--- src/rtl/lsu_guard_pkg.sv ---
package lsu_guard_pkg;

  // Classification of one address against the guard rules.
  typedef struct packed {
    logic aligned;   // low bits select a whole word
    logic in_range;  // below the memory limit
    logic is_out;    // equals the character output location
    logic is_halt;   // equals the halt program-counter value
  } addr_class_t;

  function automatic logic cls_legal(addr_class_t c);
    return c.aligned & c.in_range;
  endfunction

endpackage

--- src/rtl/lsu_ea_adder.sv ---
module lsu_ea_adder #(
  parameter int unsigned ADDR_W = 32,
  parameter int unsigned OFF_W  = 16
) (
  input  logic [ADDR_W-1:0] base_i,
  input  logic [OFF_W-1:0]  offset_i,
  output logic [ADDR_W-1:0] ea_o
);

  localparam int unsigned EXT_W = ADDR_W - OFF_W;

  logic [ADDR_W-1:0] off_ext;

  always_comb begin
    off_ext = {{EXT_W{offset_i[OFF_W-1]}}, offset_i};
    ea_o    = base_i + off_ext;
  end

endmodule

--- src/rtl/lsu_addr_class.sv ---
module lsu_addr_class
  import lsu_guard_pkg::*;
#(
  parameter int unsigned       ADDR_W     = 32,
  parameter int unsigned       WORD_BYTES = 4,
  parameter logic [ADDR_W-1:0] MEM_LIMIT  = 32'h0100_0000,
  parameter logic [ADDR_W-1:0] OUT_ADDR   = 32'hFFFF_000C,
  parameter logic [ADDR_W-1:0] HALT_PC    = 32'hFEE1_DEAD
) (
  input  logic [ADDR_W-1:0] addr_i,
  output addr_class_t       cls_o
);

  localparam int unsigned ALIGN_BITS = $clog2(WORD_BYTES);

  generate
    if (ALIGN_BITS == 0) begin : g_byte
      always_comb cls_o.aligned = 1'b1;
    end else begin : g_word
      always_comb cls_o.aligned = ~|addr_i[ALIGN_BITS-1:0];
    end
  endgenerate

  always_comb begin
    cls_o.in_range = (addr_i < MEM_LIMIT);
    cls_o.is_out   = (addr_i == OUT_ADDR);
    cls_o.is_halt  = (addr_i == HALT_PC);
  end

endmodule

--- src/rtl/lsu_guard_regs.sv ---
module lsu_guard_regs #(
  parameter int unsigned CHAR_W = 8
) (
  input  logic              clk,
  input  logic              rst_n,
  input  logic              ld_bad_i,
  input  logic              st_bad_i,
  input  logic              pc_bad_i,
  input  logic              emit_i,
  input  logic [CHAR_W-1:0] char_i,
  output logic              ld_fault_o,
  output logic              st_fault_o,
  output logic              pc_fault_o,
  output logic              char_vld_o,
  output logic [CHAR_W-1:0] char_o
);

  logic              ld_q, st_q, pc_q, vld_q;
  logic              ld_d, st_d, pc_d, vld_d;
  logic [CHAR_W-1:0] char_q, char_d;
  logic              char_en;

  // Next-state logic
  always_comb begin
    ld_d    = ld_q | ld_bad_i;
    st_d    = st_q | st_bad_i;
    pc_d    = pc_q | pc_bad_i;
    vld_d   = emit_i;
    char_en = emit_i;
    char_d  = char_i;
  end

  // Sticky flags and strobe
  always_ff @(posedge clk or negedge rst_n) begin
    if (!rst_n) begin
      ld_q  <= 1'b0;
      st_q  <= 1'b0;
      pc_q  <= 1'b0;
      vld_q <= 1'b0;
    end else begin
      ld_q  <= ld_d;
      st_q  <= st_d;
      pc_q  <= pc_d;
      vld_q <= vld_d;
    end
  end

  // Character holding register with explicit enable
  always_ff @(posedge clk or negedge rst_n) begin
    if (!rst_n) begin
      char_q <= '0;
    end else if (char_en) begin
      char_q <= char_d;
    end
  end

  assign ld_fault_o = ld_q;
  assign st_fault_o = st_q;
  assign pc_fault_o = pc_q;
  assign char_vld_o = vld_q;
  assign char_o     = char_q;

endmodule

--- src/rtl/lsu_addr_guard.sv ---
module lsu_addr_guard
  import lsu_guard_pkg::*;
#(
  parameter int unsigned       ADDR_W      = 32,
  parameter int unsigned       OFF_W       = 16,
  parameter int unsigned       CHAR_W      = 8,
  parameter int unsigned       WORD_BYTES  = 4,
  parameter int unsigned       SYNC_STAGES = 2,
  parameter logic [ADDR_W-1:0] MEM_LIMIT   = 32'h0100_0000,
  parameter logic [ADDR_W-1:0] OUT_ADDR    = 32'hFFFF_000C,
  parameter logic [ADDR_W-1:0] HALT_PC     = 32'hFEE1_DEAD
) (
  input  logic              clk,
  input  logic              rst_n,
  input  logic [ADDR_W-1:0] base_i,
  input  logic [OFF_W-1:0]  offset_i,
  input  logic              load_i,
  input  logic              store_i,
  input  logic [ADDR_W-1:0] store_data_i,
  input  logic [ADDR_W-1:0] pc_next_i,
  input  logic              pc_upd_i,
  output logic [ADDR_W-1:0] ea_o,
  output logic              mem_we_o,
  output logic              ld_fault_o,
  output logic              st_fault_o,
  output logic              pc_fault_o,
  output logic              char_vld_o,
  output logic [CHAR_W-1:0] char_o
);

  // Reset: asserted asynchronously, released on the clock
  logic [SYNC_STAGES-1:0] rst_pipe;
  logic                   rst_sync_n;

  always_ff @(posedge clk or negedge rst_n) begin
    if (!rst_n) begin
      rst_pipe <= '0;
    end else begin
      rst_pipe <= {rst_pipe[SYNC_STAGES-2:0], 1'b1};
    end
  end

  assign rst_sync_n = rst_pipe[SYNC_STAGES-1];

  // Address datapath
  logic [ADDR_W-1:0] ea;
  addr_class_t       ea_cls, pc_cls;

  lsu_ea_adder #(.ADDR_W(ADDR_W), .OFF_W(OFF_W)) u_ea (
    .base_i   (base_i),
    .offset_i (offset_i),
    .ea_o     (ea)
  );

  lsu_addr_class #(
    .ADDR_W(ADDR_W), .WORD_BYTES(WORD_BYTES), .MEM_LIMIT(MEM_LIMIT),
    .OUT_ADDR(OUT_ADDR), .HALT_PC(HALT_PC)
  ) u_ea_cls (
    .addr_i (ea),
    .cls_o  (ea_cls)
  );

  lsu_addr_class #(
    .ADDR_W(ADDR_W), .WORD_BYTES(WORD_BYTES), .MEM_LIMIT(MEM_LIMIT),
    .OUT_ADDR(OUT_ADDR), .HALT_PC(HALT_PC)
  ) u_pc_cls (
    .addr_i (pc_next_i),
    .cls_o  (pc_cls)
  );

  // Access decisions: the output location is tested first, stores only
  logic ld_bad, st_bad, pc_bad, emit, we;

  always_comb begin
    emit   = store_i & ea_cls.is_out;
    we     = store_i & ~ea_cls.is_out & cls_legal(ea_cls);
    st_bad = store_i & ~ea_cls.is_out & ~cls_legal(ea_cls);
    ld_bad = load_i & ~cls_legal(ea_cls);
    pc_bad = pc_upd_i & ~cls_legal(pc_cls) & ~pc_cls.is_halt;
  end

  lsu_guard_regs #(.CHAR_W(CHAR_W)) u_regs (
    .clk        (clk),
    .rst_n      (rst_sync_n),
    .ld_bad_i   (ld_bad),
    .st_bad_i   (st_bad),
    .pc_bad_i   (pc_bad),
    .emit_i     (emit),
    .char_i     (store_data_i[CHAR_W-1:0]),
    .ld_fault_o (ld_fault_o),
    .st_fault_o (st_fault_o),
    .pc_fault_o (pc_fault_o),
    .char_vld_o (char_vld_o),
    .char_o     (char_o)
  );

  assign ea_o     = ea;
  assign mem_we_o = we;

endmodule

--- config.mk ---
export PLATFORM = sky130hd
export DESIGN_NAME = lsu_addr_guard
export DESIGN_NICKNAME = d
export VERILOG_FILES = /design/src/rtl/lsu_guard_pkg.sv /design/src/rtl/lsu_ea_adder.sv /design/src/rtl/lsu_addr_class.sv /design/src/rtl/lsu_guard_regs.sv /design/src/rtl/lsu_addr_guard.sv
export SDC_FILE = /design/constraint.sdc
export NUM_CORES = 1
export LEC_CHECK = 0
export CORE_MARGIN = 2
export CORE_UTILIZATION = 40
export CTS_CLUSTER_SIZE = 14
export DETAILED_ROUTE_END_ITERATION = 6
export PLACE_DENSITY = 0.87
export SKIP_CTS_REPAIR_TIMING = 1
export SLEW_MARGIN = 0
export SYNTH_ARGS = -nofsm -noshare
export SYNTH_HDL_FRONTEND = slang
export SYNTH_SLANG_ARGS = --single-unit
--- constraint.sdc ---
create_clock -name clk -period 10.65 [get_ports clk]
set_input_delay 2.13 -clock clk [delete_from_list [all_inputs] [get_ports clk]]
set_output_delay 2.13 -clock clk [all_outputs]
set_load 0.02 [all_outputs]
Word-level counts from Yosys, hierarchy flattened
Index checks and enable logic that the tools add are counted.
{"block": "classes", "order_cmp": 2, "n_bitwise": 16, "reduce_logical": 4, "n_addsub": 1, "n_eq_ne": 2}
{"operator": "$eq 32x32->1 const B", "count": 2}
{"operator": "$lt 32x25->1 const B", "count": 2}
{"operator": "$add 32x32->32", "count": 1}
{"operator": "$and 1x1->1", "count": 9}
{"operator": "$not 1->1", "count": 4}
{"operator": "$reduce_or 2->1", "count": 2}
{"operator": "$or 1x1->1", "count": 3}
{"operator": "$logic_not 1->1", "count": 2}
{"block": "totals", "out_inout_bits": 45, "input_bits": 117, "register_bits": 14}

Depth between registers and ports, before layout
{"block": "logic_depth", "word_depth": 7, "depth_mapped": 13, "depth_no_buf": 12}

By module
A second synthesis with hierarchy kept.
{"block": "hier_totals", "cells_unflattened": 328, "hier_area_um2": 2640.0}
{"module": "lsu_ea_adder", "instances": 1, "area_per_inst_um2": 1741.7, "cells_each": 249, "seq_area_each_um2": 0.0}
{"module": "lsu_guard_regs", "instances": 1, "area_per_inst_um2": 450.4, "cells_each": 24, "seq_area_each_um2": 300.3}
{"module": "lsu_addr_class", "instances": 2, "area_per_inst_um2": 168.9, "cells_each": 22, "seq_area_each_um2": 0.0}
{"module": "lsu_addr_guard", "instances": 1, "area_per_inst_um2": 110.1, "cells_each": 11, "seq_area_each_um2": 50.0}

Least setup slack after synthesis
Ideal clock, no wire load.
{"block": "synth_path", "path_kind": "input port to output port", "startpoint": "input port base_i[0]", "endpoint": "output port mem_we_o", "required_time_ps": 8520, "path_buffers": 0, "slack_ps": 3404, "t_arrival_ps": 5116, "cell_stages": 12, "path_cell_list": "ha_1 > fa_1 > a21o_1 > a221o_2 > nand4_1 > a2111oi_0 > or3b_2 > a41oi_1 > xnor2_1 > nor3_1 > and3_1 > and2_1"}
{"block": "synth_via", "elab_chain_len": 5, "word_cells_on_any_way": 9}
{"item": "from (decl)", "line": "lsu_addr_guard.sv:15", "rtl": "input logic [ADDR_W-1:0] base_i,"}
{"item": "$add 32x32->32 *", "line": "lsu_ea_adder.sv:16", "rtl": "ea_o = base_i + off_ext;"}
{"item": "named net ea_o[28]", "line": "lsu_addr_guard.sv:22", "rtl": "output logic [ADDR_W-1:0] ea_o,"}
{"item": "parallel branches: the longest is 3 deep, another holds $lt 32x25->1"}
{"item": "$and 1x1->1 *", "line": "lsu_addr_guard.sv:76", "rtl": "we = store_i & ~ea_cls.is_out & cls_legal(ea_cls);"}
{"item": "to (decl)", "line": "lsu_addr_guard.sv:23", "rtl": "output logic mem_we_o,"}
Mark *: on every way through the listed nets, which the timed path passes.

Worst setup path in the final report
{"block": "layout_path", "startpoint": "input port offset_i[15]", "endpoint": "output port mem_we_o"}
{"block": "layout_via", "elab_chain_len": 5, "word_cells_on_any_way": 7}
{"item": "from (decl)", "line": "lsu_addr_guard.sv:16", "rtl": "input logic [OFF_W-1:0] offset_i,"}
{"item": "$add 32x32->32 *", "line": "lsu_ea_adder.sv:16"}
{"item": "parallel branches: the longest is 3 deep, another holds $lt 32x25->1"}
{"item": "$and 1x1->1 *", "line": "lsu_addr_guard.sv:76"}
Every way passes the cells marked *.

==> flow_metrics.py <==
metrics = {
    "timing": {
        "setup_viol": 0,
        "drv_slew": 0,
        "finalClockSkew_ns": 0.001534,
        "period_share_pct": 79.79,
        "fin_crit_ns": 8.497,
        "relSlewSlack_pct": 48.09,
        "fin_tns_setup_ns": 0,
        "fmax_ghz": 0.1177,
        "finalHoldViolCount": 0,
        "rsz0062_at_grt": "no",
        "tightest_slew_ns": 0.7590,
    },
    "logic_synthesis": {
        "synth_seq_cells": 14,
        "syn_inst": 347,
        "syn-num-nets": 496,
        "syn_avg_cell_area_um2": 7.666,
        "yosys.area.top_type": "ha_1",
        "synthDistinctLibCells": 60,
        "synth_area_mm2": 0.002660,
        "ys_warn_count": 0,
        "async_reset_ff_share_pct": 100.0,
        "synth_top_area_share_pct": 14.58,
        "ys_top_cells_by_area": "ha_1 (15%), dfrtp_1 (13%), a21oi_1 (6.0%)",
        "synth-main-ff-cell": "dfrtp_1",
        "synth_edf_count": 0,
        "synth-seq-area-share_pct": 13.17,
    },
    "finish": {
        "seqCellArea_um2": 350.3,
        "n_antenna_cell": 0,
        "multi_input_area_mm2": 0.002205,
        "final_common_cell": "clkdlybuf4s50_1",
        "syn_to_final_growth_pct": 55.46,
        "nFillCells": 544,
        "fin_nets": 630,
        "mostFrequentLayoutCells": "clkdlybuf4s50_1 (137), a21oi_1 (32), ha_1 (31)",
        "drive_above_1_share_pct": 5.010,
    },
    "detailed_routing": {
        "wl_per_cell_um": 16.44,
        "first_iter_violations": 130,
        "num_vias": 3273,
        "drtPass1Iterations": 5,
        "viasPerCell": 5.887,
        "drc": 0,
        "wirelength_um": 9138,
        "ant_nets": 0,
    },
    "critical_path": {
        "crit_family": "compound AO/OA/AOI/OAI gates",
        "critPathMaxFanout": 17,
        "start_kind": "input port",
        "path_cells": "clkdlybuf4s50_1 > ha_1 > a21oi_1 > nor2_1 > a2111oi_0 > a2111oi_2 > mux2i_1 > a211oi_2 > nor3_1 > and3_1 > and2_1 > clkdlybuf4s50_1",
        "crit_top_cell": "clkdlybuf4s50_1",
        "cp-end-kind": "primary output",
        "slowest_delay_ns": 0.79,
        "reg2reg_setup_slack_ns": 9.88,
        "slowest_stage": "clkdlybuf4s50_1",
        "crit_buf_inv": 2,
        "regToRegStartpoint": "u_regs.char_o[4]",
        "r2r_cells": 1,
        "r2r-end": "u_regs.char_o[4]",
        "cp.required_ns": 8.52,
        "crit_type": "input port to primary output",
        "cp.arrival_ns": 6.37,
    },
    "cts": {
        "clock_latency_ns": 0.23,
        "cts_root_buf": "clkbuf_8",
        "path_clk_slew_ns": 0.05,
        "clk_path_buf_depth": 2,
        "cts.sinks": 14,
        "cts_tree": "yes",
        "cts_buffers": 3,
        "h-tree-depth": 1,
    },
    "die": {
        "io_pins": 162,
        "fp.dieH_um": 85.55,
        "start_util_pct": 41.65,
        "die-area_mm2": 0.007319,
        "coreArea_mm2": 0.006386,
        "rows": 29,
        "die_x_um": 85.55,
    },
    "place": {
        "place.gp.congestion": 0.9039,
        "dpl.hpwl_um": 7803,
        "numPortBuffers": 137,
    },
    "pwr": {
        "ir_worst_vdd_v": 0.00005647,
        "total_power_uw": 368.6,
        "p_leak_uw": 0.001714,
        "power_density_mw_per_mm2": 89.14,
    },
    "job": {
        "cap_violations": 0,
    },
    "hold_path": {
        "hp-class": "flip-flop to asynchronous set/reset pin",
    },
    "grt": {
        "grtUsageTotal_pct": 23.52,
        "grt_pass1_wl_um": 14280,
        "use_met2_pct": 44.46,
        "top_usage_layer": "met2",
        "grt_pass1_vias": 3065,
        "grt_overflow": 0,
        "grtUsageMet3_pct": 3.369,
        "use_met1_pct": 28.62,
        "antenna_found_initial": 0,
        "grt_max_degree": 18,
    },
    "status": {
        "status": "completed",
    },
}
stage by stage:
step           std cells  hold WS [ns]  setup WS (ns)  cell area (um2)  util (%)
2_1_floorplan        347        0.1472          3.404             2660         -
3_3_place_gp         553        0.1892          2.228             4094     64.11
3_5_place_dp         553        0.2032          2.204             4094     64.11
4_1_cts              556        0.2105          2.168             4135     64.75
5_1_grt              556        0.2467          1.905             4135     64.75
6_report             556        0.1961          2.153             4135     64.75
layer usage:
layer	part of all wire (%)	wire, um	up-vias
met3	9.3	847	12
met5	0	0	-
met1	40	3642	1479
li1	-	-	1609
met2	50	4541	173
met4	1.2	106	0
state kept, by name, indices dropped and copies added, names as in the netlist:
name	cells
u_regs.char_o	8
rst_pipe	2
u_regs.char_vld_o	1
u_regs.ld_fault_o	1
u_regs.pc_fault_o	1
u_regs.st_fault_o	1
cells by family after synthesis:
family / synth area share (%)
AOI/OAI and AO/OA: 27.19
DFF: 13.17
other: 0.1410
adders and majority gates: 15.33
muxes: 4.563
buffers and inverters: 3.951
and+or+nand+nor: 27.75
xor gates and xnor gates: 7.902
Yosys cell counts (all sizes together) (3+ instances only):
cell,number
nand4,15
nor2b,4
nand3,15
a31oi,3
a31o,3
and2,6
nor4,11
a21o,12
nor2,17
buf,3
o21ai,16
ha,31
xor2,10
and3,6
nand2,30
mux2,9
o211ai,3
nor3,8
o21bai,5
a221o,3
dfrtp,14
xnor2,14
a211oi,7
o21a,3
clkbuf,5
inv,19
a2111oi,5
a21oi,32
and4,7
where the power goes:
part | leakage [uW] | total, uW | switching, uW | internal, uW
Sequential | 0.000175 | 54.5 | 0.888 | 53.7
Combinational | 0.00152 | 274 | 147 | 127
Clock | 0.0000216 | 40.2 | 15.4 | 24.8
Total | 0.00171 | 369 | 163 | 206
how the worst max path moves through the flow:
stage | start | to | cells after the start
global placement | offset_i[15] | mem_we_o | 13
global route | offset_i[15] | mem_we_o | 13
finish | offset_i[15] | mem_we_o | 12
detailed placement | offset_i[15] | mem_we_o | 13
CTS | offset_i[15] | mem_we_o | 13
floorplan | base_i[0] | mem_we_o | 12
final cells by class:
| cell class | count | area share, % |
|---|---|---|
| well taps | 77 | 2.330 |
| multi-input cells | 306 | 53.31 |
| inverters | 19 | 1.725 |
| flip-flops and latches | 14 | 8.472 |
| clock buffers | 3 | 0.9985 |
| repair buffers | 137 | 33.16 |
(Power assumes the default switching activity.)
